## src/rtl/gray_addr_pkg.sv

```systemverilog
package gray_addr_pkg;

  // Width of the byte-offset field for a given word size in bytes.
  function automatic int offset_bits(input int word_bytes);
    int n;
    n = 0;
    while ((1 << n) < word_bytes) n++;
    return n;
  endfunction

endpackage

```

## src/rtl/gac_bin2gray.sv

```systemverilog
module gac_bin2gray #(
  parameter int W = 4
) (
  input  logic [W-1:0] bin_i,
  output logic [W-1:0] gray_o
);

  function automatic logic [W-1:0] to_gray(input logic [W-1:0] b);
    return b ^ (b >> 1);
  endfunction

  assign gray_o = to_gray(bin_i);

endmodule

```

## src/rtl/gac_gray2bin.sv

```systemverilog
module gac_gray2bin #(
  parameter int W = 4
) (
  input  logic [W-1:0] gray_i,
  output logic [W-1:0] bin_o
);

  // Prefix XOR from the most significant bit down.
  assign bin_o[W-1] = gray_i[W-1];

  for (genvar i = W - 2; i >= 0; i--) begin : g_fold
    assign bin_o[i] = bin_o[i+1] ^ gray_i[i];
  end

endmodule

```

## src/rtl/gac_next.sv

```systemverilog
module gac_next #(
  parameter int ADDR_W = 8,
  parameter int OFF_W  = 2
) (
  input  logic [ADDR_W-1:0] cur_gray,
  input  logic              step_en,
  input  logic              jump_en,
  input  logic [ADDR_W-1:0] jump_target,
  output logic              jump_taken,
  output logic              step_taken,
  output logic [ADDR_W-1:0] nxt_gray
);

  localparam int UP_W = ADDR_W - OFF_W;

  logic [UP_W-1:0]  up_bin;
  logic [UP_W-1:0]  up_bin_inc;
  logic [UP_W-1:0]  up_gray_inc;
  logic [UP_W-1:0]  tgt_up_gray;
  logic [OFF_W-1:0] tgt_off_gray;

  // Gray-domain increment of the word index: decode, add one, encode.
  gac_gray2bin #(.W(UP_W)) u_up_dec (
    .gray_i (cur_gray[ADDR_W-1:OFF_W]),
    .bin_o  (up_bin)
  );

  assign up_bin_inc = up_bin + UP_W'(1);

  gac_bin2gray #(.W(UP_W)) u_up_enc (
    .bin_i  (up_bin_inc),
    .gray_o (up_gray_inc)
  );

  // Branch target loader: each field encoded separately.
  gac_bin2gray #(.W(UP_W)) u_tgt_up (
    .bin_i  (jump_target[ADDR_W-1:OFF_W]),
    .gray_o (tgt_up_gray)
  );

  gac_bin2gray #(.W(OFF_W)) u_tgt_off (
    .bin_i  (jump_target[OFF_W-1:0]),
    .gray_o (tgt_off_gray)
  );

  assign jump_taken = jump_en;
  assign step_taken = step_en && !jump_en;

  always_comb begin
    if (jump_taken)
      nxt_gray = {tgt_up_gray, tgt_off_gray};
    else if (step_taken)
      nxt_gray = {up_gray_inc, cur_gray[OFF_W-1:0]};
    else
      nxt_gray = cur_gray;
  end

endmodule

```

## src/rtl/gray_fetch_addr.sv

```systemverilog
module gray_fetch_addr #(
  parameter int ADDR_W     = 16,
  parameter int WORD_BYTES = 4
) (
  input  logic              clk,
  input  logic              rst_n,
  input  logic              step_en,
  input  logic              jump_en,
  input  logic [ADDR_W-1:0] jump_target,
  output logic [ADDR_W-1:0] addr_gray,
  output logic [ADDR_W-1:0] addr_bin
);

  localparam int OFF_W = gray_addr_pkg::offset_bits(WORD_BYTES);
  localparam int UP_W  = ADDR_W - OFF_W;

  if (WORD_BYTES != 4 && WORD_BYTES != 8) begin : g_bad_word
    $error("WORD_BYTES must be 4 or 8");
  end

  logic [ADDR_W-1:0] gray_q;
  logic [ADDR_W-1:0] gray_d;
  logic              jump_taken;
  logic              step_taken;

  gac_next #(.ADDR_W(ADDR_W), .OFF_W(OFF_W)) u_next (
    .cur_gray    (gray_q),
    .step_en     (step_en),
    .jump_en     (jump_en),
    .jump_target (jump_target),
    .jump_taken  (jump_taken),
    .step_taken  (step_taken),
    .nxt_gray    (gray_d)
  );

  always_ff @(posedge clk or negedge rst_n) begin
    if (!rst_n) gray_q <= '0;
    else        gray_q <= gray_d;
  end

  assign addr_gray = gray_q;

  // Read-back path: decode each field to binary.
  logic [UP_W-1:0]  rb_up;
  logic [OFF_W-1:0] rb_off;

  gac_gray2bin #(.W(UP_W)) u_rb_up (
    .gray_i (gray_q[ADDR_W-1:OFF_W]),
    .bin_o  (rb_up)
  );

  gac_gray2bin #(.W(OFF_W)) u_rb_off (
    .gray_i (gray_q[OFF_W-1:0]),
    .bin_o  (rb_off)
  );

  assign addr_bin = {rb_up, rb_off};

  // ---------------- assertions ----------------
  a_r2_step_adds_word: assert property (@(posedge clk) disable iff (!rst_n)
    step_taken |=> addr_bin == ADDR_W'($past(addr_bin) + ADDR_W'(WORD_BYTES)));

  a_r3_one_line_flips: assert property (@(posedge clk) disable iff (!rst_n)
    step_taken |=> $countones(addr_gray ^ $past(addr_gray)) == 1);

  a_r4_offset_kept: assert property (@(posedge clk) disable iff (!rst_n)
    step_taken |=> addr_gray[OFF_W-1:0] == $past(addr_gray[OFF_W-1:0]));

  a_r5_jump_loads: assert property (@(posedge clk) disable iff (!rst_n)
    jump_en |=> addr_bin == $past(jump_target));

  a_r6_jump_wins: assert property (@(posedge clk) disable iff (!rst_n)
    (jump_en && step_en) |=> addr_bin == $past(jump_target));

  a_r7_idle_holds: assert property (@(posedge clk) disable iff (!rst_n)
    (!jump_en && !step_en) |=> $stable(addr_gray) && $stable(addr_bin));

  a_r8_taken_onehot: assert property (@(posedge clk) disable iff (!rst_n)
    $onehot0({jump_taken, step_taken}));

endmodule

```

## config.mk

```make
export PLATFORM = sky130hd
export DESIGN_NAME = gray_fetch_addr
export DESIGN_NICKNAME = d
export VERILOG_FILES = /design/src/rtl/gray_addr_pkg.sv /design/src/rtl/gac_bin2gray.sv /design/src/rtl/gac_gray2bin.sv /design/src/rtl/gac_next.sv /design/src/rtl/gray_fetch_addr.sv
export SDC_FILE = /design/constraint.sdc
export NUM_CORES = 1
export LEC_CHECK = 0
export CAP_MARGIN = 20
export CORE_MARGIN = 3
export CORE_UTILIZATION = 40
export DETAILED_ROUTE_END_ITERATION = 8
export HOLD_SLACK_MARGIN = 0.1
export PLACE_DENSITY = 0.8
export SKIP_CTS_REPAIR_TIMING = 1
export SYNTH_ARGS = -nofsm -noshare
export SYNTH_HDL_FRONTEND = slang
export SYNTH_SLANG_ARGS = --single-unit
```

## constraint.sdc

```tcl
create_clock -name clk -period 5.4 [get_ports clk]
set_input_delay 0.54 -clock clk [delete_from_list [all_inputs] [get_ports clk]]
set_output_delay 0.54 -clock clk [all_outputs]
set_load 0.1 [all_outputs]
```

==> flow_metrics.tcl <==
set metrics [dict create \
    hold_class "reg2reg" \
    fp.dieW_um 65.9 \
    final_cell_mix "clkdlybuf4s50_1 (43), buf_4 (30), xor2_1 (17), dfrtp_1 (14), o21ai_1 (13)" \
    antenna_found_initial 0 \
    ys_warn_count 0 \
    dieHeight_um 65.9 \
    hold_depth 2 \
    cts_made_buffers 3 \
    ioPinCount 52 \
    cts_buffer_depth 2 \
    drt_pass1_iterations 4 \
    start_kind "register" \
    cts_root_buf "clkbuf_4" \
    status "finished, violations left" \
    fin_nets 274 \
    maxCapViolations 0 \
    antennaDiodeCount 0 \
    ys_top_cells_by_area "dfrtp_1 (28%), xor2_1 (11%), ha_1 (10%)" \
    r2r_slack_ns -0.94 \
    cts_tree "yes" \
    ff2ff_path_depth 29 \
    fp.coreArea_mm2 0.00339 \
    synth_seq_cells 16 \
    num_vias 1410 \
    drt_first_iter_violations 53 \
    r2r_start "addr_gray[15]$_DFFE_PN0P_" \
    syn_avg_cell_area_um2 8.80 \
    yosysTopAreaCell "dfrtp_1" \
    place_congestion 0.789 \
    whs_ns 0.584 \
    rows 21 \
    slowest_delay_ns 0.52 \
    violations "negative setup slack" \
    worstSkewPairLatency_ns 0.31 \
    hpwlAfterDp_um 3170 \
    slew_violations 0 \
    cp.required_ns 4.86 \
    io_buffers 51 \
    yosysUniqueCellTypes 33 \
    layout-drive-gt1-share_pct 34.0 \
    place_area_mm2 0.00239 \
    drc 0 \
    clk_pin_slew_ns 0.11 \
    setup_viol 16 \
    cts.htree.levels 1 \
    syn_nets 195 \
    cpMaxStageDelayCell "dfrtp_4" \
    crit_type "reg2out" \
    hold_end "addr_gray[11]$_DFFE_PN0P_" \
    hold_violations 0 \
    final_common_cell "clkdlybuf4s50_1" \
    netlist_instances 163 \
    rr_endpoint "addr_gray[13]$_DFFE_PN0P_" \
    slew_headroom_pct 29.6 \
    worst_clock_skew_ns 0.00232 \
    worst_pin_slew_ns 1.05 \
    first_global_vias 1383 \
    rsz0062_at_grt "true" \
    holdCritStartpoint "addr_gray[11]$_DFFE_PN0P_" \
    area_growth_pct 77.7 \
    period_minus_slack_ns 6.45 \
    avgRoutedWirePerCell_um 14.4 \
    seq_area_frac_synth_pct 27.9 \
    grt_pass1_wl_um 6260 \
    syn_area_mm2 0.00143 \
    grt-ovfl-total 0 \
    path_max_fanout 4 \
    track_usage_pct 18.7 \
    clock.fmax_mhz 155 \
    viasPerCell 4.91 \
    tns_ns -11.64 \
    dieArea_mm2 0.00434 \
    postRouteAntennaNets 0 \
    largest_reg_flops 15 \
    worst_slack_ns -1.05 \
    grt_max_degree 32 \
    clkSinkCount 16 \
    fin_area_mm2 0.00255 \
    end_kind "output port" \
    arrival_ns 5.91 \
    synth.top_cell.area_share_pct 27.9 \
    fin_crit_sh_pct 119 \
    initial_core_util_pct 42.3 \
    wl_um 4140 \
]
## critical path, delay by kind of cell, from the launching register on
kind | cells | cell delay [ns]
buffers and inverters | 14 | 1.46
xor gates and xnor gates | 1 | 0.20
DFF | 1 | 0.52
adders and majority gates | 12 | 3.42
## stage by stage
stage / util [%] / cells / setup slack [ns]
6_report: 75.2 / 287 / -1.05
3_5_place_dp: 70.6 / 274 / -0.858
5_1_grt: 75.2 / 287 / -1.25
2_1_floorplan: - / 163 / -7.22
3_3_place_gp: 70.6 / 274 / -0.687
4_1_cts: 71.4 / 278 / -1.06
## final cells by class
class | count | area (um2)
repair buffers | 81 | 790
fillers | 231 | 841
clock buffers | 4 | 26.3
multi-input cells | 116 | 1130
well taps | 46 | 57.6
flip-flops and latches | 16 | 408
inverters | 24 | 135
## routing by layer
layer | wire length (um) | global-route usage [%] | vias to the layer above | share of wire (%)
met1 | 1660 | 21.0 | 663 | 40
met2 | 2240 | 35.8 | 41 | 54
met5 | 0 | 0 | - | 0
met4 | 78 | 6.22 | 0 | 1.9
met3 | 157 | 2.04 | 8 | 3.8
li1 | - | - | 698 | -
## cells by family after synthesis
kind of cell	count (synthesis)	synth area share (%)
xor gates and xnor gates	35	22.9
and+or+nand+nor	35	14.0
DFF	16	27.9
buffers and inverters	31	8.73
muxes	7	4.97
AOI/OAI and AO/OA	27	11.0
adders and majority gates	12	10.5
## worst max path at each step
stage	from	slack, ns	endpoint
6_report	addr_gray[15]$_DFFE_PN0P_	-1.05	addr_bin[2]
3_3_place_gp	addr_gray[14]$_DFFE_PN0P_	-0.69	addr_gray[13]$_DFFE_PN0P_
3_5_place_dp	addr_gray[14]$_DFFE_PN0P_	-0.86	addr_gray[13]$_DFFE_PN0P_
5_1_grt	addr_gray[15]$_DFFE_PN0P_	-1.25	addr_bin[2]
4_1_cts	addr_gray[14]$_DFFE_PN0P_	-1.06	addr_bin[2]
2_1_floorplan	addr_gray[14]$_DFFE_PN0P_	-7.22	addr_gray[12]$_DFFE_PN0P_
## synthesized netlist by cell type (all sizes together)
cell type and number:
inv 24, xor2 18, dfrtp 16, xnor2 16, o21ai 13, ha 12, nand2 11, a21oi 8
mux2i 6, nor2 5, clkbuf 4, and3 3, buf 3, nand3 3, nor3 3, a22oi 2
nand3b 2, a211oi 1, a22o 1, a311oi 1, and2 1, and4b 1, mux2 1, nand2b 1
nand4 1, nand4b 1, nor2b 1, nor3b 1, o211ai 1, or3 1, xnor3 1
Power is left out: the tool's default activity adds up to more than one toggle a clock period on the data nets, which glitch-free logic cannot reach.
